[config.mk]
export PLATFORM = sky130hd
export DESIGN_NAME = sparse_hit_fmt
export DESIGN_NICKNAME = d
export VERILOG_FILES = /design/src/rtl/sparse_hit_pkg.sv /design/src/rtl/field_parity_enc.sv /design/src/rtl/record_shifter.sv /design/src/rtl/hit_scan_ctrl.sv /design/src/rtl/sparse_hit_fmt.sv
export SDC_FILE = /design/constraint.sdc
export NUM_CORES = 1
export LEC_CHECK = 0
export BUFFER_PORTS_ARGS = -buffer_cell sky130_fd_sc_hd__buf_2
export CELL_PAD_IN_SITES_DETAIL_PLACEMENT = 1
export CELL_PAD_IN_SITES_GLOBAL_PLACEMENT = 1
export CORE_AREA = 4 4 109 121
export CTS_CLUSTER_DIAMETER = 50
export CTS_CLUSTER_SIZE = 24
export DETAILED_ROUTE_END_ITERATION = 6
export DIE_AREA = 0 0 113 125
export PLACE_DENSITY_LB_ADDON = 0.1
export SYNTH_ARGS = -nofsm -noshare
export SYNTH_HDL_FRONTEND = slang
export SYNTH_HIERARCHICAL = 1
export SYNTH_SLANG_ARGS = --single-unit
[constraint.sdc]
create_clock -name clk -period 2.55 [get_ports clk]
set_input_delay 0.3825 -clock clk [delete_from_list [all_inputs] [get_ports clk]]
set_output_delay 0.3825 -clock clk [all_outputs]
set_load 0.005 [all_outputs]
[src/rtl/sparse_hit_pkg.sv]
package sparse_hit_pkg;

  typedef enum logic [2:0] {
    SC_IDLE,
    SC_ASK,
    SC_LOOK,
    SC_SEND,
    SC_FIN
  } scan_state_e;

  // Width of a protected field: payload plus two parity bits.
  function automatic int fld_len(input int payload_w);
    return payload_w + 2;
  endfunction

endpackage

[src/rtl/field_parity_enc.sv]
module field_parity_enc #(
  parameter int W = 12
) (
  input  logic [W-1:0] val,
  output logic [W+1:0] fld
);
  localparam int LO_W = W / 2;

  logic par_hi, par_lo;

  // Even parity: each bit makes its half plus itself hold an even count of ones.
  assign par_hi = ^val[W-1:LO_W];
  assign par_lo = ^val[LO_W-1:0];
  assign fld    = {val, par_hi, par_lo};
endmodule

[src/rtl/record_shifter.sv]
module record_shifter #(
  parameter int REC_W = 44
) (
  input  logic             clk,
  input  logic             rst,
  input  logic             load,
  input  logic [REC_W-1:0] rec,
  output logic             sdo,
  output logic             frame,
  output logic             last
);
  localparam int CW = $clog2(REC_W);
  localparam logic [CW-1:0] CNT_TOP = CW'(REC_W - 1);

  logic [REC_W-1:0] sreg;
  logic [CW-1:0]    cnt;

  always_ff @(posedge clk) begin
    if (rst) begin
      sreg  <= '0;
      cnt   <= '0;
      frame <= 1'b0;
    end else if (load) begin
      sreg  <= rec;
      cnt   <= CNT_TOP;
      frame <= 1'b1;
    end else if (frame) begin
      if (cnt == '0) begin
        frame <= 1'b0;
        sreg  <= '0;
      end else begin
        sreg <= {sreg[REC_W-2:0], 1'b0};
        cnt  <= cnt - 1'b1;
      end
    end
  end

  assign sdo  = sreg[REC_W-1];
  assign last = frame && (cnt == '0);
endmodule

[src/rtl/hit_scan_ctrl.sv]
module hit_scan_ctrl
  import sparse_hit_pkg::*;
#(
  parameter int N_COL = 2200,
  parameter int N_ROW = 12500,
  parameter int X_W   = 12,
  parameter int Y_W   = 14
) (
  input  logic           clk,
  input  logic           rst,
  input  logic           start,
  input  logic           flag_in,
  input  logic           shift_last,
  output logic           qry_en,
  output logic [X_W-1:0] qry_col,
  output logic [Y_W-1:0] qry_row,
  output logic           load_rec,
  output logic           scan_done
);
  localparam logic [X_W-1:0] COL_LAST = X_W'(N_COL - 1);
  localparam logic [Y_W-1:0] ROW_LAST = Y_W'(N_ROW - 1);

  scan_state_e    state;
  logic [X_W-1:0] col, col_nx;
  logic [Y_W-1:0] row, row_nx;
  logic           at_end;

  assign at_end = (col == COL_LAST) && (row == ROW_LAST);

  always_comb begin
    if (col == COL_LAST) begin
      col_nx = '0;
      row_nx = row + 1'b1;
    end else begin
      col_nx = col + 1'b1;
      row_nx = row;
    end
  end

  always_ff @(posedge clk) begin
    if (rst) begin
      state <= SC_IDLE;
      col   <= '0;
      row   <= '0;
    end else begin
      case (state)
        SC_IDLE: if (start) begin
          col   <= '0;
          row   <= '0;
          state <= SC_ASK;
        end
        SC_ASK:  state <= SC_LOOK;
        SC_LOOK: begin
          if (flag_in) begin
            state <= SC_SEND;
          end else if (at_end) begin
            state <= SC_FIN;
          end else begin
            col   <= col_nx;
            row   <= row_nx;
            state <= SC_ASK;
          end
        end
        SC_SEND: if (shift_last) begin
          if (at_end) begin
            state <= SC_FIN;
          end else begin
            col   <= col_nx;
            row   <= row_nx;
            state <= SC_ASK;
          end
        end
        SC_FIN:  state <= SC_IDLE;
        default: state <= SC_IDLE;
      endcase
    end
  end

  assign qry_en    = (state == SC_ASK);
  assign qry_col   = col;
  assign qry_row   = row;
  assign load_rec  = (state == SC_LOOK) && flag_in;
  assign scan_done = (state == SC_FIN);
endmodule

[src/rtl/sparse_hit_fmt.sv]
module sparse_hit_fmt
  import sparse_hit_pkg::*;
#(
  parameter int N_COL = 2200,
  parameter int N_ROW = 12500,
  parameter int X_W   = 12,
  parameter int Y_W   = 14,
  parameter int T_W   = 12
) (
  input  logic           clk,
  input  logic           rst,
  input  logic           start,
  input  logic           flag_in,
  input  logic [T_W-1:0] time_in,
  output logic           qry_en,
  output logic [X_W-1:0] qry_col,
  output logic [Y_W-1:0] qry_row,
  output logic           ser_data,
  output logic           ser_frame,
  output logic           scan_done
);
  localparam int XF_W  = fld_len(X_W);
  localparam int YF_W  = fld_len(Y_W);
  localparam int TF_W  = fld_len(T_W);
  localparam int REC_W = XF_W + YF_W + TF_W;

  logic              load_rec, shift_last;
  logic [XF_W-1:0]   x_fld;
  logic [YF_W-1:0]   y_fld;
  logic [TF_W-1:0]   t_fld;

  hit_scan_ctrl #(
    .N_COL(N_COL), .N_ROW(N_ROW), .X_W(X_W), .Y_W(Y_W)
  ) scan_i (
    .clk(clk), .rst(rst), .start(start), .flag_in(flag_in),
    .shift_last(shift_last), .qry_en(qry_en), .qry_col(qry_col),
    .qry_row(qry_row), .load_rec(load_rec), .scan_done(scan_done)
  );

  field_parity_enc #(.W(X_W)) xenc_i (.val(qry_col), .fld(x_fld));
  field_parity_enc #(.W(Y_W)) yenc_i (.val(qry_row), .fld(y_fld));
  field_parity_enc #(.W(T_W)) tenc_i (.val(time_in), .fld(t_fld));

  record_shifter #(.REC_W(REC_W)) shift_i (
    .clk(clk), .rst(rst), .load(load_rec), .rec({x_fld, y_fld, t_fld}),
    .sdo(ser_data), .frame(ser_frame), .last(shift_last)
  );
endmodule

==> run_results.csv <==
group,metric,value,unit
outcome,status,"completed",
clocking,cts.sinks,80,
timing,max_freq,400.9,MHz
logic_synthesis,synth-edff-count,0,
finish,mostFrequentLayoutCells,"dfxtp_1, a21oi_1, inv_1",
critical_path,worst-path-buf-inv,2,
pwr,sw_frac_of_total,24.81,%
critical_path,cp_cell_sequence,"inv_2 > ha_4 > or4b_4 > nor3_4 > nor2b_2 > o31ai_4 > o21ai_4 > buf_4 > o31ai_1 > a21oi_2",
routing,wl_met1,6.228,mm
min_path,hp-class,"input pin to flip-flop",
routing,wl_met3,453,µm
timing,finalSetupViolCount,0,
logic_synthesis,synthCells,570,
routing,avgRoutedWirePerCell,18.22,µm
routing,num_vias,4321,
finish,nets,600,
logic_synthesis,synth.avg_cell_area,8.495,µm²
logic_synthesis,ys_warn_count,6,
grt,grt.total_usage,19.20,%
timing,setup_slack,0.05550,ns
pwr,vdd.ir_drop.worst,329.7,µV
logic_synthesis,syn_nets,590,
grt,grt_pass1_wl,22.26,mm
clocking,holdBufCountCts,0,
critical_path,critical_path_class,"flip-flop to flip-flop",
flow_run,drv_cap,0,
logic_synthesis,synthesis.area,4842,µm²
clocking,cts_root_buf,"clkbuf_16",
timing,hold_viol_final,0,
finish,drive_above_1_share,21.88,%
die,core_area,11930,µm²
pwr,pwr-share-comb,10.8,%
die,die_y,125,µm
die,die_w,113,µm
clocking,clkTransAtPathRegs,0.06,ns
pwr,p_seq_share,42.8,%
clocking,cts_max_path_buffers,2,
pwr,clock_power_share,46.4,%
timing,slew_headroom,58.85,%
critical_path,critPathMaxFanout,5,
finish,final_common_cell,"dfxtp_1",
finish,syn2layout_area_growth,12.74,%
timing,post-route-period-util,97.82,%
routing,drcViolationCount,0,
grt,grt_max_degree,58,
logic_synthesis,seq_area_frac_synth,33.07,%
critical_path,start_kind,"flip-flop",
critical_path,cpLargestDelayFamily,"simple AND/OR/NAND/NOR gates",
die,die_area,14130,µm²
critical_path,endpoint_kind,"flip-flop",
grt,antenna_found_initial,0,
finish,utilization,45.76,%
clocking,cts_buffers,9,
logic_synthesis,ys.flop_type,"dfxtp_1",
timing,fin_tns_setup,0,ns
critical_path,worstPathArrival,2.72,ns
finish,fillers,1411,
pwr,p_switching,0.0007584,W
logic_synthesis,async_flop_share,0,%
logic_synthesis,synth_cell_type_count,55,
timing,min_period,2.495,ns
critical_path,max_stage_delay,0.48,ns
timing,worst_pin_slew,0.6172,ns
timing,slew_viol_final,0,
routing,drtPass1Iterations,4,
placed_design,dpl.hpwl,8.756,mm
routing,routed-wl-met2,6.539,mm
clocking,cts_tree,"built",
clocking,htreeDepth,3,
die,rows,42,
critical_path,slowest_stage,"or4b_4",
routing,drt_iter0_markers,238,
die,start_util,40.59,%
placed_design,port_buffers,45,
logic_synthesis,synth-seq-cells,80,
pwr,powerDensity,560.0,nW/µm²
finish,diodes,0,
placed_design,globalplace.congestion,0.8623,
critical_path,cp.required,2.78,ns
timing,skew,0.01560,ns
grt,grt_pass1_vias,4368,
clocking,clk_latency,0.36,ns
pwr,leakagePower,1.982,nW
routing,routed_wl,13.46,mm
routing,routed.top_layer,"met4",
grt,grt-ovfl-total,0,
routing,viasPerCell,5.847,
die,io_pins,46,
pwr,internal-power,0.002298,W
timing,fin_hold_ws,0.3162,ns
routing,final_antenna_net_count,0,
placed_design,post-place-ws,0.06149,ns
per-layer routing:
metal,vias up,track usage (%)
li1,2088,-
met1,2145,25.50
met2,71,30.61
met3,17,4.302
met4,0,6.860
met5,-,0
state kept, by name, indices dropped and copies added (netlist names):
signal	flops
scan_i/qry_col	12
scan_i/qry_row	14
scan_i/state	3
shift_i/cnt	6
shift_i/frame	1
shift_i/sreg	44
metrics by stage:
step | power [W] | area (µm²) | instances
after floorplan | 0.001584 | 4847 | 570
after global placement | 0.001638 | 5065 | 720
after detailed placement | 0.001646 | 5065 | 720
after CTS | 0.003088 | 5386 | 736
after global routing | 0.003193 | 5459 | 739
final | 0.003057 | 5459 | 739
what timing repair did:
item,in CTS,in global routing
setup endpoints to repair,0,19
endpoints found under the hold margin,0,0
resized for setup,0,12
buffers inserted,0,3
path summary, 6_finish.rpt:
| check | startpoint | end | slack, ns | cells past startpoint |
|---|---|---|---|---|
| max | shift_i/cnt[1] | scan_i/qry_col[7] | 0.06 | 10 |
| min | time_in[6] | shift_i/sreg[8] | 0.32 | 3 |
| max reg2reg | shift_i/cnt[1] | scan_i/qry_col[7] | 0.06 | 10 |
| min reg2reg | shift_i/sreg[9] | shift_i/sreg[10] | 0.50 | 2 |
tightest hold or removal path: stages:
cell      delay, ns
buf_2          0.11
inv_1          0.05
a221oi_1       0.07
power by group through the flow:
| stage | logic (W) | registers, W | clock network, W |
|---|---|---|---|
| after global placement | 0.000303 | 0.00133 | 0 |
| after CTS | 0.000313 | 0.00131 | 0.00147 |
| after floorplan | 0.000254 | 0.00133 | 0 |
| final | 0.000329 | 0.00131 | 0.00142 |
| after global routing | 0.000364 | 0.00131 | 0.00152 |
| after detailed placement | 0.000310 | 0.00134 | 0 |
cells in the mapped netlist (all sizes together), types with 3 or more instances:
master,instances,area [µm²]
nand2b,5,31.28
nor3b,3,22.52
nor3,10,55.05
xor2,6,52.55
buf,56,404.1
a211oi,4,30.03
or3,4,25.02
a21o,3,22.52
xnor2,16,170.2
nand2,17,63.81
o31ai,6,58.81
nand4,12,75.07
a221oi,43,376.6
dfxtp,80,1602
nor4,4,25.02
or4,3,22.52
ha,4,50.05
o21ai,13,76.33
xnor3,8,180.2
nor2,20,75.07
o2111ai,3,26.28
o211ai,48,360.4
nor2b,5,31.28
inv,55,206.5
nand3,12,60.06
a21oi,57,285.3
a311oi,3,26.28
clkbuf,35,131.4
or4b,4,43.79
a31oi,3,18.77
and3,6,37.54
cells by family (layout without fill, tap and decap cells):
family	after synthesis	after routing	synth area share, %
adders and majority gates	4	4	1.034
AOI/OAI and AO/OA	190	190	27.67
xor gates and xnor gates	30	30	8.320
DFF	80	80	33.08
muxes	3	3	0.6460
buffers and inverters	147	162	15.40
and+or+nand+nor	116	116	13.85
final cells by class:
type                            count  area [µm²]  area share (%)
Multi-Input combinational cell    343        2540           46.53
Sequential cell                    80        1603           29.36
Clock buffer                       10       239.0           4.378
Timing Repair Buffer               90       591.8           10.84
Tap cell                          154       192.7           3.530
Inverter                           56       210.2           3.851
Clock inverter                      6       82.58           1.513
Power figures use the tool's default switching activity.
